===== src/rtl/psd_pkg.sv =====
package psd_pkg;
   // Outcome of validating a sampled setting; short N wins over A > N.
   typedef enum logic [1:0] {
      CFG_OK        = 2'd0,
      CFG_SHORT_N   = 2'd1,
      CFG_A_ABOVE_N = 2'd2
   } cfg_stat_e;
endpackage


===== src/rtl/psd_cfg_gate.sv =====
module psd_cfg_gate #(
   parameter int N_W   = 11,
   parameter int A_W   = 7,
   parameter int N_MIN = 3,
   parameter int RST_N = 3,
   parameter int RST_A = 0
) (
   input  logic           clk,
   input  logic           rst_n,
   input  logic           load,
   input  logic [N_W-1:0] n_in,
   input  logic [A_W-1:0] a_in,
   input  logic           sel_in,
   output logic [N_W-1:0] n_nxt,
   output logic [A_W-1:0] a_nxt,
   output logic           sel_cur,
   output logic           cfg_err
);
   import psd_pkg::*;

   localparam logic [N_W-1:0] N_MIN_V = N_W'(N_MIN);

   logic [N_W-1:0] n_cur;
   logic [A_W-1:0] a_cur;
   logic [N_W-1:0] a_wide;
   cfg_stat_e      stat;
   logic           take;
   logic           sel_nxt;

   always_comb begin
      a_wide = N_W'(a_in);
      if (n_in < N_MIN_V)      stat = CFG_SHORT_N;
      else if (a_wide > n_in)  stat = CFG_A_ABOVE_N;
      else                     stat = CFG_OK;
   end

   assign take    = (stat == CFG_OK);
   assign n_nxt   = take ? n_in   : n_cur;
   assign a_nxt   = take ? a_in   : a_cur;
   assign sel_nxt = take ? sel_in : sel_cur;

   always_ff @(posedge clk) begin
      if (!rst_n) begin
         n_cur   <= N_W'(RST_N);
         a_cur   <= A_W'(RST_A);
         sel_cur <= 1'b0;
         cfg_err <= 1'b0;
      end else if (load) begin
         n_cur   <= n_nxt;
         a_cur   <= a_nxt;
         sel_cur <= sel_nxt;
         cfg_err <= !take;
      end
   end
endmodule


===== src/rtl/psd_main_cnt.sv =====
module psd_main_cnt #(
   parameter int N_W        = 11,
   parameter int RST_N      = 3,
   parameter bit COUNT_DOWN = 1'b1
) (
   input  logic           clk,
   input  logic           rst_n,
   input  logic [N_W-1:0] n_nxt,
   output logic           wrap
);
   localparam logic [N_W-1:0] ONE = N_W'(1);

   generate
      if (COUNT_DOWN) begin : g_down
         logic [N_W-1:0] rem;
         assign wrap = (rem == '0);
         always_ff @(posedge clk) begin
            if (!rst_n)    rem <= N_W'(RST_N - 1);
            else if (wrap) rem <= n_nxt - ONE;
            else           rem <= rem - ONE;
         end
      end else begin : g_up
         logic [N_W-1:0] idx;
         logic [N_W-1:0] lim;
         assign wrap = (idx == lim);
         always_ff @(posedge clk) begin
            if (!rst_n) begin
               idx <= '0;
               lim <= N_W'(RST_N - 1);
            end else if (wrap) begin
               idx <= '0;
               lim <= n_nxt - ONE;
            end else begin
               idx <= idx + ONE;
            end
         end
      end
   endgenerate
endmodule


===== src/rtl/psd_swallow_cnt.sv =====
module psd_swallow_cnt #(
   parameter int A_W     = 7,
   parameter int RST_A   = 0,
   parameter bit MOD_REG = 1'b1
) (
   input  logic           clk,
   input  logic           rst_n,
   input  logic           load,
   input  logic [A_W-1:0] a_nxt,
   output logic           mod_ctl
);
   localparam logic [A_W-1:0] ONE = A_W'(1);

   logic [A_W-1:0] rem;
   logic [A_W-1:0] rem_d;

   always_comb begin
      if (load)            rem_d = a_nxt;
      else if (rem != '0)  rem_d = rem - ONE;
      else                 rem_d = '0;
   end

   always_ff @(posedge clk) begin
      if (!rst_n) rem <= A_W'(RST_A);
      else        rem <= rem_d;
   end

   generate
      if (MOD_REG) begin : g_reg
         logic mod_q;
         always_ff @(posedge clk) begin
            if (!rst_n) mod_q <= (RST_A != 0);
            else        mod_q <= (rem_d != '0);
         end
         assign mod_ctl = mod_q;
      end else begin : g_comb
         assign mod_ctl = (rem != '0);
      end
   endgenerate
endmodule


===== src/rtl/psd_divider.sv =====
module psd_divider #(
   parameter int N_W        = 11,
   parameter int A_W        = 7,
   parameter int N_MIN      = 3,
   parameter int RST_N      = 3,
   parameter int RST_A      = 0,
   parameter bit COUNT_DOWN = 1'b1,
   parameter bit MOD_REG    = 1'b1
) (
   input  logic           clk,
   input  logic           rst_n,
   input  logic [N_W-1:0] n_in,
   input  logic [A_W-1:0] a_in,
   input  logic           sel_in,
   output logic           mod_ctl,
   output logic           presc_sel,
   output logic           fp,
   output logic           cfg_err
);
   generate
      if (A_W > N_W) begin : g_bad_aw
         $error("psd_divider: A_W must not exceed N_W");
      end
      if (N_MIN < 2) begin : g_bad_min
         $error("psd_divider: N_MIN must be at least 2");
      end
      if (RST_N < N_MIN || RST_N >= (1 << N_W)) begin : g_bad_rstn
         $error("psd_divider: RST_N out of range");
      end
      if (RST_A < 0 || RST_A > RST_N || RST_A >= (1 << A_W)) begin : g_bad_rsta
         $error("psd_divider: RST_A out of range");
      end
   endgenerate

   logic           wrap;
   logic [N_W-1:0] n_nxt;
   logic [A_W-1:0] a_nxt;

   psd_cfg_gate #(
      .N_W(N_W), .A_W(A_W), .N_MIN(N_MIN), .RST_N(RST_N), .RST_A(RST_A)
   ) u_cfg (
      .clk(clk), .rst_n(rst_n), .load(wrap),
      .n_in(n_in), .a_in(a_in), .sel_in(sel_in),
      .n_nxt(n_nxt), .a_nxt(a_nxt), .sel_cur(presc_sel), .cfg_err(cfg_err)
   );

   psd_main_cnt #(
      .N_W(N_W), .RST_N(RST_N), .COUNT_DOWN(COUNT_DOWN)
   ) u_main (
      .clk(clk), .rst_n(rst_n), .n_nxt(n_nxt), .wrap(wrap)
   );

   psd_swallow_cnt #(
      .A_W(A_W), .RST_A(RST_A), .MOD_REG(MOD_REG)
   ) u_swallow (
      .clk(clk), .rst_n(rst_n), .load(wrap), .a_nxt(a_nxt), .mod_ctl(mod_ctl)
   );

   assign fp = wrap;
endmodule


===== config.mk =====
export PLATFORM = sky130hd
export DESIGN_NAME = psd_divider
export DESIGN_NICKNAME = d
export VERILOG_FILES = /design/src/rtl/psd_pkg.sv /design/src/rtl/psd_cfg_gate.sv /design/src/rtl/psd_main_cnt.sv /design/src/rtl/psd_swallow_cnt.sv /design/src/rtl/psd_divider.sv
export SDC_FILE = /design/constraint.sdc
export NUM_CORES = 1
export LEC_CHECK = 0
export ABC_AREA = 0
export BUFFER_PORTS_ARGS = -buffer_cell sky130_fd_sc_hd__buf_2
export CORE_UTILIZATION = 55
export DETAILED_ROUTE_END_ITERATION = 10
export GPL_TIMING_DRIVEN = 0
export PLACE_DENSITY = 0.86
export SYNTH_ARGS = -nofsm -noshare
export SYNTH_HDL_FRONTEND = slang
export SYNTH_SLANG_ARGS = --single-unit

===== constraint.sdc =====
create_clock -name clk -period 3 [get_ports clk]
set_clock_uncertainty 0.1 [all_clocks]
set_input_delay 0 -clock clk [delete_from_list [all_inputs] [get_ports clk]]
set_output_delay 0 -clock clk [all_outputs]
set_load 0.1 [all_outputs]

* After elaboration in Yosys (flattened, before gate mapping)
Cells that the tools add are included.
Operators by class: equality and inequality tests 0, div/mod/pow operators 0, add/subtract/negate cells 3, reductions and logical operators 6, multipliers 0, order comparisons 2, mux-type cells 7, shifts and indexed selects 0, bitwise operators 0
Operator list (number):
- $mux W11 | 2
- $sub A11 B1 Y11 const B | 2
- $mux W7 | 3
- $reduce_bool A7 Y1 | 2
- $gt A7 B11 Y1 | 1
- $logic_not A11 Y1 | 1
- $lt A11 B2 Y1 const B | 1
- $sub A7 B1 Y7 const B | 1
- $mux W2 | 2
- $logic_not A2 Y1 | 1
- $reduce_and A2 Y1 | 1
- $logic_not A1 Y1 | 1
Word-level totals: memory bits (writable) 0, memories 0, bits of input ports 21, logic and storage cells 25, register bits 39, output and inout port bits 4, memory bits (read-only) 0, latch bits 0

* Logic depth before layout (Yosys ltp)
word-level depth 7, depth in mapped cells 12, depth with buffers taken out 12

* Hierarchy
From an unflattened synthesis, not the netlist that was laid out.
Unflattened totals: cell total of the unflattened synthesis 274, area total of the unflattened synthesis 2457.4 sq um
Modules (own cells, without submodules):
- psd_cfg_gate | area an instance 1273.7 sq um, seq. area each 400.4 sq um, times used 1, cells an instance 135
- psd_main_cnt | area an instance 714.4 sq um, seq. area each 220.2 sq um, times used 1, cells an instance 84
- psd_swallow_cnt | area an instance 469.2 sq um, seq. area each 160.2 sq um, times used 1, cells an instance 55

* Worst setup path after synthesis
Ideal clock, no wire load.
kind register to register, start point register u_main.g_down.rem[2], end point register u_main.g_down.rem[10], required time 2784 ps, buffers on the path 1, setup time 116 ps, clock period less this slack 3273 ps, cell stages (with the launch flop) 13, path slack -273 ps, arrival 3057 ps, cells stage by stage dfxtp_1 > nor4_1 > nand3_1 > inv_2 > buf_1 > nand3_1 > mux2i_1 > nor2_1 > ha_1 > and3_1 > nand3_2 > o31ai_1 > and3_1
On the way: word-level cells in the longest chain between the ends 2, elaborated cells between the ends (all ways) 3, those cells by class add/sub (1); mux (1); reduce/logical (1)
Ends and longest elaborated chain:
- start: declaration | line psd_main_cnt.sv:15 | logic [N_W-1:0] rem;
- start signal: assignment | line psd_main_cnt.sv:18 | if (!rst_n) rem <= N_W'(RST_N - 1);
- start signal: assignment | line psd_main_cnt.sv:19 | else if (wrap) rem <= n_nxt - ONE;
- start signal: assignment | line psd_main_cnt.sv:20 | else rem <= rem - ONE;
- $logic_not A11 Y1 | line psd_main_cnt.sv:16 | assign wrap = (rem == '0);
- named net fp | line psd_divider.sv:17 | output logic fp,
- $mux W11 | line psd_main_cnt.sv:19
The timed path passes the listed nets, and every way through them passes these cells. A chain may end at the register's enable or synchronous reset.

* Final worst setup path
start point input n_in[8], end point register u_cfg.n_cur[0]
On the way: word-level cells in the longest chain between the ends 5, elaborated cells between the ends (all ways) 6, those cells by class order compare (2); mux (3); reduce/logical (1)
Ends and longest elaborated chain:
- start: declaration | line psd_divider.sv:12 | input logic [N_W-1:0] n_in,
- $gt A7 B11 Y1 | line psd_cfg_gate.sv:33 | else if (a_wide > n_in) stat = CFG_A_ABOVE_N;
- $mux W2 | line psd_cfg_gate.sv:33
- $mux W2 * | line psd_cfg_gate.sv:32 | if (n_in < N_MIN_V) stat = CFG_SHORT_N;
- $logic_not A2 Y1 * | line psd_cfg_gate.sv:37 | assign take = (stat == CFG_OK);
- $mux W11 * | line psd_cfg_gate.sv:38 | assign n_nxt = take ? n_in : n_cur;
- end signal: assignment | line psd_cfg_gate.sv:44 | n_cur <= N_W'(RST_N);
- end signal: assignment | line psd_cfg_gate.sv:49 | n_cur <= n_nxt;
- end: declaration | line psd_cfg_gate.sv:23 | logic [N_W-1:0] n_cur;
Mark *: on every way between the ends. The rest lies on a longest branch, timed or not.

==> results.cfg <==
[final_layout]
share_of_cells_above_drive_strength_1 = 0.159
areaGrowthSynthToFinish_pct = 24.4
num_antenna_cells = 0
layout.filler_cells = 302
area_taken_by_multi_input_logic_gates_sq_um = 1230
register_area_sq_um = 781
layout.nets = 343

[timing]
grt_setup_unrepaired = yes
post-route-period-util = 0.966
worst_slack_ps = 102
min_period_ps = 2900
achievable-frequency_mhz = 345
slew_headroom = 0.549
slew_violations = 0
setup_viol = 0
final-hold-violation-count = 0
max_slew.worst_pin.slew_ps = 669

[global_routing]
first_global_vias = 2093
overflow = 0
globalRouteMet3Util = 0.0707
busiest_layer = met2
grt_max_degree = 12
globalRouteMet1Util = 0.323
grt_usage = 0.298
grt_util_met2 = 0.544
initial_antenna_violation_count = 0
grt_pass1_wl_microns = 9250

[pwr]
p_sw_frac = 0.437
comb_power_share = 0.507
portion_of_total_power_attributed_to_sequential_cells = 0.328
p_switching_uw = 1030
power-per-cell-area_nw_per_um2 = 904
peak_ir_drop_on_the_vdd_network_uv = 538
power.internal_uw = 1320
power.share.clock = 0.165
power.leakage_uw = 0.00107
total_power_uw = 2350

[min_path]
timing.hold.worst.start = a_in[6]
min_path_cells = 4
classification_of_the_worst_slack_hold_path = primary input to flip-flop
timing.hold.worst_endpoint = u_swallow.rem[6]

[detailed_routing]
total_number_of_vias = 2157
final_antenna_net_count = 0
drt-initial-drc-count = 142
drt-vias-per-instance = 5.96
route.detailed.drc = 0
route.final.wire_length_microns = 5700
drt_first_pass_iters = 6
route.detailed.wl_per_inst_microns = 15.7

[die]
floorplan.initialDensity = 0.571
die_h_microns = 63.7
die_width_microns = 63.7
ioPinCount = 25
die_area_sq_um = 4050
area_of_the_placeable_core_sq_um = 3660
core.rowCount = 22

[logic_synthesis]
synth_fp_nets = 290
synth.lib_cells_used.distinct = 49
proportion_of_synthesized_flip_flops_having_asynchronous_set_or_reset = 0
mappedNetlistArea_sq_um = 2090
synth-edff-count = 0
synth.yosys.seq_area_share = 0.373
synth-main-ff-cell = sky130_fd_sc_hd__dfxtp_1
gate_count_after_technology_mapping = 260
ys_seq_elements = 39
syn_avg_cell_area_sq_um = 8.05
yosysWarnings = 0

[place]
dp_slack_ps = -42.1
dp_hpwl_microns = 3980
globalplace.congestion = 0.901
io_buffers = 23

[worst_setup_path]
crit_required_ps = 3080
setup.worst_path.class = primary input to flip-flop
ff2ff_path_depth = 8
timing.rr.end = u_cfg.n_cur[0]
timing.reg2reg.setup_slack_ps = 200
worstPathMaxFanout = 10
worst_setup_path_end_kind = flip-flop
timing.critical_path.arrival_ps = 2970
critPathLaunchType = primary input
regToRegStartpoint = u_main.g_down.rem[1]

[clock_network]
clock_sink_count = 39
clk_pin_slew_ps = 80
clkLatencyLatePin_ps = 290
htree_levels = 2
tritoncts.num_buffers = 5
cts_root_buffer = sky130_fd_sc_hd__clkbuf_8
cts-root-to-sink-buffers = 2
tritoncts = built

[run]
maxCapViolations = 0

[run_status]
outcome = finished, final reports clean
==> cells by family (layout without fill, tap and decap cells) <==
| group | after synthesis | in the layout | synth area share |
|---|---|---|---|
| xor gates and xnor gates | 8 | 8 | 0.0335 |
| adders and majority gates | 9 | 9 | 0.0538 |
| AOI/OAI and AO/OA | 71 | 71 | 0.245 |
| muxes | 2 | 2 | 0.00957 |
| DFF | 39 | 39 | 0.373 |
| and+or+nand+nor | 109 | 109 | 0.244 |
| buffers and inverters | 22 | 76 | 0.0413 |
==> area by class of cell <==
type | instances | area share
tap | 48 | 0.0231
buffer | 9 | 0.0149
multi-input combinational | 199 | 0.473
sequential | 39 | 0.300
timing repair buffer | 47 | 0.134
clock buffer | 8 | 0.0385
inverter | 12 | 0.0173
==> power by group through the flow <==
stage	logic, uW	registers [uW]	clock network [uW]
after detailed placement	1140	778	0
after global placement	1090	773	0
after floorplan	829	845	0
final	1190	772	387
after CTS	1170	767	386
after global routing	1310	784	409
==> cell usage in the layout (no fill, tap or decap), types with 2 or more instances in the layout <==
cell type and count:
sky130_fd_sc_hd__mux2i_1 2, sky130_fd_sc_hd__and3_1 3, sky130_fd_sc_hd__o21bai_1 3, sky130_fd_sc_hd__xor2_1 2, sky130_fd_sc_hd__nand4_1 3, sky130_fd_sc_hd__nor3_1 11
sky130_fd_sc_hd__o21a_1 2, sky130_fd_sc_hd__a31oi_2 2, sky130_fd_sc_hd__a31oi_1 2, sky130_fd_sc_hd__o21ai_0 3, sky130_fd_sc_hd__nand3_1 8, sky130_fd_sc_hd__a21oi_1 31
sky130_fd_sc_hd__buf_4 4, sky130_fd_sc_hd__dlygate4sd3_1 21, sky130_fd_sc_hd__o211ai_1 2, sky130_fd_sc_hd__ha_1 9, sky130_fd_sc_hd__buf_2 23, sky130_fd_sc_hd__a31o_1 2
sky130_fd_sc_hd__inv_1 11, sky130_fd_sc_hd__xnor2_1 6, sky130_fd_sc_hd__nand2_1 50, sky130_fd_sc_hd__a21o_1 3, sky130_fd_sc_hd__nor4_1 4, sky130_fd_sc_hd__and2_1 4
sky130_fd_sc_hd__a211oi_2 2, sky130_fd_sc_hd__a31o_2 3, sky130_fd_sc_hd__nor2_1 18, sky130_fd_sc_hd__clkbuf_8 7, sky130_fd_sc_hd__clkbuf_1 8, sky130_fd_sc_hd__dfxtp_1 39
sky130_fd_sc_hd__o41ai_1 3, sky130_fd_sc_hd__o22ai_1 2
==> state kept, by name, indices dropped and copies added (netlist names) <==
register           flops
u_swallow.rem          7
u_cfg.cfg_err          1
u_main.g_down.rem     11
u_cfg.a_cur            7
u_cfg.sel_cur          1
u_cfg.n_cur           11
u_swallow.mod_ctl      1
==> through the flow <==
| stage | hold slack (ps) | area (sq um) | setup TNS (ps) | instances | utilization |
|---|---|---|---|---|---|
| 6_report | 63.9 | 2600 | 0 | 362 | 0.711 |
| 5_1_grt | 92.2 | 2600 | -38.3 | 362 | 0.711 |
| 4_1_cts | 56.6 | 2580 | 0 | 360 | 0.706 |
| 3_5_place_dp | 163 | 2270 | -42.1 | 331 | 0.621 |
| 3_3_place_gp | 150 | 2270 | 0 | 331 | 0.621 |
| 2_1_floorplan | 24.2 | 2100 | 0 | 260 | - |
==> metal layers <==
layer / wire [microns] / up-vias
li1: - / 1034
met1: 2260 / 1043
met2: 3020 / 69
met3: 322 / 11
met4: 90 / 0
met5: 0 / -
==> worst max-delay path by stage <==
| stage | startpoint | to | slack [ps] | cells past startpoint |
|---|---|---|---|---|
| finish | n_in[8] | u_cfg.n_cur[0] | 100 | 11 |
| global route | n_in[8] | u_main.g_down.rem[10] | -30 | 12 |
| CTS | u_main.g_down.rem[7] | u_main.g_down.rem[10] | 0.5 | 11 |
| detailed placement | n_in[6] | u_main.g_down.rem[10] | -40 | 13 |
| global placement | n_in[6] | u_main.g_down.rem[10] | 20 | 13 |
| floorplan | u_main.g_down.rem[4] | u_main.g_down.rem[10] | 8 | 11 |
==> synth_stat cells, drive strengths merged (3+ instances only) <==
master	count	share of area
nand4	3	0.0090
dfxtp	39	0.37
a21o	4	0.018
a211oi	3	0.016
xnor2	6	0.025
nor3	11	0.026
nand3	9	0.024
o41ai	3	0.013
nor4	5	0.022
o21ai	4	0.011
a31o	5	0.021
a21oi	32	0.082
and2	4	0.012
o21bai	3	0.011
nor2	18	0.032
nand2	50	0.090
and3	4	0.012
inv	12	0.022
ha	9	0.054
a31oi	5	0.028
clkbuf	8	0.014
==> worst max-delay path: stages <==
cell                            delay (ps)
sky130_fd_sc_hd__dlygate4sd3_1         540
sky130_fd_sc_hd__buf_2                 170
sky130_fd_sc_hd__nor4_4                250
sky130_fd_sc_hd__o21ai_2               160
sky130_fd_sc_hd__a21o_4                240
sky130_fd_sc_hd__nand2_1               310
sky130_fd_sc_hd__nor2_1                180
sky130_fd_sc_hd__clkbuf_1              280
sky130_fd_sc_hd__nand2_1               160
sky130_fd_sc_hd__nand3_1                90
sky130_fd_sc_hd__dlygate4sd3_1         590
==> repair_timing <==
action                                  4_1_cts  5_1_grt
hold endpoints to repair                     24        0
endpoints found under the setup margin        0        2
hold buffers                                 21        0
setup buffers                                 0        3
resized for setup                             0        3
(Power assumes the default switching activity.)
